==> src/rtl/ds_tx_pkg.sv <==
`timescale 1ns/1ps
package ds_tx_pkg;

   typedef enum logic [1:0] {
      SPD_X2  = 2'b00,
      SPD_X4  = 2'b01,
      SPD_X8  = 2'b10,
      SPD_ALT = 2'b11
   } ds_speed_e;

   localparam int unsigned NUM_RATES = 3;

   // Reserved code falls back to the slowest rate.
   function automatic ds_speed_e norm_speed(input logic [1:0] code);
      ds_speed_e s;
      case (code)
         2'b01:   s = SPD_X4;
         2'b10:   s = SPD_X8;
         default: s = SPD_X2;
      endcase
      return s;
   endfunction

   // Index of a rate in the per-rate generate array (0 slowest).
   function automatic logic [1:0] rate_idx(input ds_speed_e s);
      logic [1:0] i;
      case (s)
         SPD_X4:  i = 2'd1;
         SPD_X8:  i = 2'd2;
         default: i = 2'd0;
      endcase
      return i;
   endfunction

endpackage

==> src/rtl/ds_phase_gen.sv <==
`timescale 1ns/1ps
module ds_phase_gen
   import ds_tx_pkg::*;
#(
   parameter int unsigned WORD_W = 8,
   localparam int unsigned PH_W  = $clog2(WORD_W)
) (
   input  logic      clk,
   input  logic      rst,
   input  logic      load,
   input  logic      active,
   input  ds_speed_e spd,
   output logic      ph_last,
   output logic      fire
);

   localparam logic [PH_W-1:0] PH_MAX = PH_W'(WORD_W - 1);

   logic [PH_W-1:0]      ph_q;
   logic [NUM_RATES-1:0] aligned;

   always_ff @(posedge clk) begin
      if (rst) begin
         ph_q <= PH_MAX;
      end else if (load) begin
         ph_q <= '0;
      end else if (ph_q != PH_MAX) begin
         ph_q <= ph_q + 1'b1;
      end
   end

   // One alignment test per rate: rate i uses a step of 2^(NUM_RATES-1-i).
   for (genvar i = 0; i < NUM_RATES; i++) begin : g_rate
      localparam int unsigned STEP = 1 << (NUM_RATES - 1 - i);
      localparam logic [PH_W-1:0] MASK = PH_W'(STEP - 1);
      assign aligned[i] = (ph_q & MASK) == '0;
   end

   assign ph_last = (ph_q == PH_MAX);
   assign fire    = active & aligned[rate_idx(spd)];

endmodule

==> src/rtl/ds_word_latch.sv <==
`timescale 1ns/1ps
module ds_word_latch
   import ds_tx_pkg::*;
#(
   parameter int unsigned WORD_W = 8
) (
   input  logic              clk,
   input  logic              rst,
   input  logic              load,
   input  logic [WORD_W-1:0] din,
   input  logic              vld_in,
   input  logic [1:0]        spd_in,
   input  logic              shift,
   input  logic              ph_last,
   output logic              bit_out,
   output logic              vld_q,
   output ds_speed_e         spd_q
);

   logic [WORD_W-1:0] shreg_q;

   always_ff @(posedge clk) begin
      if (rst) begin
         shreg_q <= '0;
         vld_q   <= 1'b0;
         spd_q   <= SPD_X2;
      end else if (load) begin
         shreg_q <= din;
         vld_q   <= vld_in;
         spd_q   <= norm_speed(spd_in);
      end else begin
         if (shift) begin
            shreg_q <= shreg_q >> 1;
         end
         if (ph_last) begin
            vld_q <= 1'b0;
         end
      end
   end

   assign bit_out = shreg_q[0];

endmodule

==> src/rtl/ds_encoder.sv <==
`timescale 1ns/1ps
module ds_encoder (
   input  logic clk,
   input  logic rst,
   input  logic fire,
   input  logic bit_in,
   output logic d_out,
   output logic s_out
);

   always_ff @(posedge clk) begin
      if (rst) begin
         d_out <= 1'b0;
         s_out <= 1'b0;
      end else if (fire) begin
         d_out <= bit_in;
         if (bit_in == d_out) begin
            s_out <= ~s_out;
         end
      end
   end

endmodule

==> src/rtl/ds_tx_serializer.sv <==
`timescale 1ns/1ps
module ds_tx_serializer
   import ds_tx_pkg::*;
#(
   parameter int unsigned DATA_W = 8
) (
   input  logic              clk_bit,
   input  logic              rst,
   input  logic              sys_stb,
   input  logic [1:0]        speed,
   input  logic              tx_valid,
   input  logic [DATA_W-1:0] tx_data,
   output logic              ds_data,
   output logic              ds_strobe
);

   if (DATA_W < 4 || (DATA_W & (DATA_W - 1)) != 0) begin : g_bad_width
      $error("ds_tx_serializer: DATA_W must be a power of two of at least 4");
   end

   logic      bit_fire;
   logic      ph_last;
   logic      word_vld;
   logic      head_bit;
   ds_speed_e word_spd;

   ds_word_latch #(.WORD_W(DATA_W)) u_latch (
      .clk     (clk_bit),
      .rst     (rst),
      .load    (sys_stb),
      .din     (tx_data),
      .vld_in  (tx_valid),
      .spd_in  (speed),
      .shift   (bit_fire),
      .ph_last (ph_last),
      .bit_out (head_bit),
      .vld_q   (word_vld),
      .spd_q   (word_spd)
   );

   ds_phase_gen #(.WORD_W(DATA_W)) u_phase (
      .clk     (clk_bit),
      .rst     (rst),
      .load    (sys_stb),
      .active  (word_vld),
      .spd     (word_spd),
      .ph_last (ph_last),
      .fire    (bit_fire)
   );

   ds_encoder u_enc (
      .clk    (clk_bit),
      .rst    (rst),
      .fire   (bit_fire),
      .bit_in (head_bit),
      .d_out  (ds_data),
      .s_out  (ds_strobe)
   );

endmodule

==> config.mk <==
export PLATFORM = sky130hd
export DESIGN_NAME = ds_tx_serializer
export DESIGN_NICKNAME = d
export VERILOG_FILES = /design/src/rtl/ds_tx_pkg.sv /design/src/rtl/ds_phase_gen.sv /design/src/rtl/ds_word_latch.sv /design/src/rtl/ds_encoder.sv /design/src/rtl/ds_tx_serializer.sv
export SDC_FILE = /design/constraint.sdc
export NUM_CORES = 1
export LEC_CHECK = 0
export CAP_MARGIN = 0
export CORE_ASPECT_RATIO = 1.4
export CORE_UTILIZATION = 40
export CTS_CLUSTER_SIZE = 20
export DETAILED_ROUTE_END_ITERATION = 8
export SYNTH_ARGS = -nofsm -noshare
export SYNTH_HDL_FRONTEND = slang
export SYNTH_SLANG_ARGS = --single-unit
==> constraint.sdc <==
create_clock -name clk_bit -period 1.92 [get_ports clk_bit]
set_input_delay 0.576 -clock clk_bit [delete_from_list [all_inputs] [get_ports clk_bit]]
set_output_delay 0.576 -clock clk_bit [all_outputs]
set_load 0.01 [all_outputs]
==> key figures <==
STA
  – Post-route setup slack: 0.129 ns
  – Final worst path period need: 1.79 ns
  – Peak Freq: 558 MHz
  – RSZ-0062 raised after global routing: false
  – Slew Viols, Final: 0
  – Final period utilization: 93.3%
  – Setup Skew: 0.00799 ns
  – Hold slack: 0.504 ns
  – Worst-margin pin slew: 0.554 ns
  – Setup TNS: 0 ns
  – Setup violators final: 0
  – Final Hold Fails: 0
  – Slew HR: 63.1%

Final layout
  – Fillers: 193
  – Share of cells above drive strength 1: 22.2%
  – Antenna diodes: 0
  – Most frequent cells in the layout: dfxtp_1 (16), clkdlybuf4s50_1 (15), nand2b_1 (10), inv_1 (9)
  – Commonest non-fill, non-tap cell in the layout: dfxtp_1
  – Multi-input logic area: 460 sq um
  – Post-route design area: 1040 sq um
  – Area growth, synth to finish: 23.0%
  – Fin nets: 118
  – Storage cell area: 320 sq um

Synth
  – Post-synth cell types: 23
  – Top cell type's share of synthesized area: 38.0%
  – Net Count, Synth: 100
  – Area contributors post-synth: dfxtp_1 (38%), a221oi_2 (12%), nand2b_1 (7.4%)
  – Sequential-to-total area share from yosys stat: 38.0%
  – Synth Register Bits: 16
  – Syn_area_per_cell: 10.1 sq um
  – Area leader, netlist: dfxtp_1
  – Yosys warns: 0
  – Post-Synthesis Cells: 83
  – Mapped cell area: 842 sq um

Critical path
  – Slowest CP cell: clkdlybuf4s50_1
  – Worst path bufs/invs: 1
  – Crit. Startpoint: u_enc.d_out$_SDFFE_PP0P_
  – Crit path kind: flop to output pin
  – CP Data Arrival Time: 1.21 ns
  – Setup crit end kind: output pin
  – Crit start category: flop
  – RR Startpoint: u_phase.ph_q[0]$_SDFFE_PP1P_
  – CP Data Required Time: 1.34 ns
  – Max incr delay on CP: 0.56 ns
  – CP top delay family: buffers and inverters
  – Critical-path cell list: clkdlybuf4s50_1
  – CP Max Fanout: 3

Detailed routing
  – Routed WL: 1.44 mm
  – Initial DRC Count: 2
  – DRC errors left: 0
  – Routed vias: 622
  – Wire length per cell: 12.0 microns
  – Vias per cell: 5.18
  – 1st-pass router iterations: 3
  – Post-DRT Antenna Nets: 0

Floorplan
  – Row count: 19
  – Starting Density: 42.7%
  – Die Ht: 56.3 microns
  – Core box area: 1970 sq um
  – Die area: 2300 sq um
  – Ports: 16
  – Die X: 40.8 microns

Global route
  – Grt total ovfl: 0
  – Largest net degree at the start of global routing: 19
  – Vias in the first global route: 602
  – Initial antenna violation count: 0
  – Total GRT Usage: 15.0%
  – First-pass GRT wire length: 2.36 mm

Place
  – Dpl hpwl: 1.07 mm
  – Area after DPL: 1010 sq um
  – Final RePlAce weighted congestion: 0.720
  – PortBufs: 15
  – Post-Place Worst Slack: 0.228 ns

CTS
  – Clock Tree Buf Depth: 2
  – Max H-tree Level: 1
  – Worst-path clk slew: 0.09 ns
  – # hold bufs at CTS: 0
  – CTS tree: yes
  – Worst-Skew Late Latency: 0.28 ns
  – Clock Sinks: 16
  – # resized after CTS: 0
  – Inserted Clock Buffers: 3
  – Postcts setup bufs: 0
  – Clk Tree Root Cell: clkbuf_4

Power and ir drop
  – Maximum VDD drop: 0.000460 V
  – Leakage: 0.397 nW
  – Pwr/cell area: 660 nW/um^2

Worst hold path
  – Hold wc startpoint: u_latch.shreg_q[2]$_SDFFE_PP0P_
  – HP Class: flop to flop

Flow run
  – MaxCap Viol Count: 0

Outcome
  – Status: completed
==> worst paths after layout <==
| kind | endpoint | slack [ns] | cells past startpoint |
|---|---|---|---|
| worst max register to register | u_latch.shreg_q[7]$_SDFFE_PP0P_ | 0.24 | 6 |
| worst min-delay path | u_latch.shreg_q[2]$_SDFFE_PP0P_ | 0.50 | 2 |
| worst max-delay path | ds_data | 0.13 | 1 |
| worst min register to register | u_latch.shreg_q[2]$_SDFFE_PP0P_ | 0.50 | 2 |
==> per-layer routing <==
layer	GRT usage [%]	share of wire [%]	vias up
li1	-	-	322
met1	15.0	43	292
met2	26.1	53	6
met3	2.77	2.8	2
met4	8.57	1.1	0
met5	0	0	-
==> final cells by class <==
type	instances	area share, %
well taps	21	2.54
repair buffers	18	16.7
clock buffers	3	2.17
inverters	9	3.26
multi-input cells	53	44.4
flip-flops and latches	16	30.9
==> cell usage after synthesis <==
cell       n
ha_1       3
buf_6      1
xnor2_1    1
buf_2      1
nor2_1     3
xor2_1     1
inv_1      9
a31oi_4    1
a21oi_1    5
mux2i_1    3
or3b_1     1
a31o_1     1
dfxtp_1   16
clkbuf_1   3
nor3b_1    1
a221oi_2   7
o21bai_1   3
or2_1      1
o31ai_2    1
nand2_1    2
nand3b_1   2
nand2b_1  10
a21oi_2    7
==> tightest hold or removal path: cells and delay by family, from the launching register on <==
kind,cells,cell delay [ns]
simple gates,1,0.08
flops,1,0.33
compound gates,1,0.05
==> per-stage QoR <==
step / util (%) / total power [W] / cells
2_1_floorplan: - / 0.000472 / 83
3_3_place_gp: 51.4 / 0.000518 / 117
3_5_place_dp: 51.4 / 0.000521 / 117
4_1_cts: 52.5 / 0.000696 / 120
5_1_grt: 52.5 / 0.000726 / 120
6_report: 52.5 / 0.000684 / 120
==> registers in the layout, summed over array words and instances, names as in the netlist <==
signal and count:
u_latch.shreg_q 8, u_phase.ph_q 3, u_latch.spd_q 2, u_enc.d_out 1
u_enc.s_out 1, u_latch.vld_q 1
==> cells by family (layout without fill, tap and decap cells) <==
group | Yosys count | count (layout) | share of synthesized area, %
flip-flops | 16 | 16 | 38.0
buffers and inverters | 14 | 30 | 7.28
adder cells (fa/ha/maj) | 3 | 3 | 4.46
AO/OA/AOI/OAI | 25 | 25 | 30.5
AND/OR/NAND/NOR | 20 | 20 | 14.1
XOR/XNOR | 2 | 2 | 2.08
multiplexers | 3 | 3 | 3.57
==> power breakdown <==
group          internal [W]  switching [W]  total (W)
logic             0.0000755      0.0000619   0.000137
registers          0.000355      0.0000181   0.000373
clock network     0.0000727       0.000100   0.000173
(Power assumes the default switching activity.)
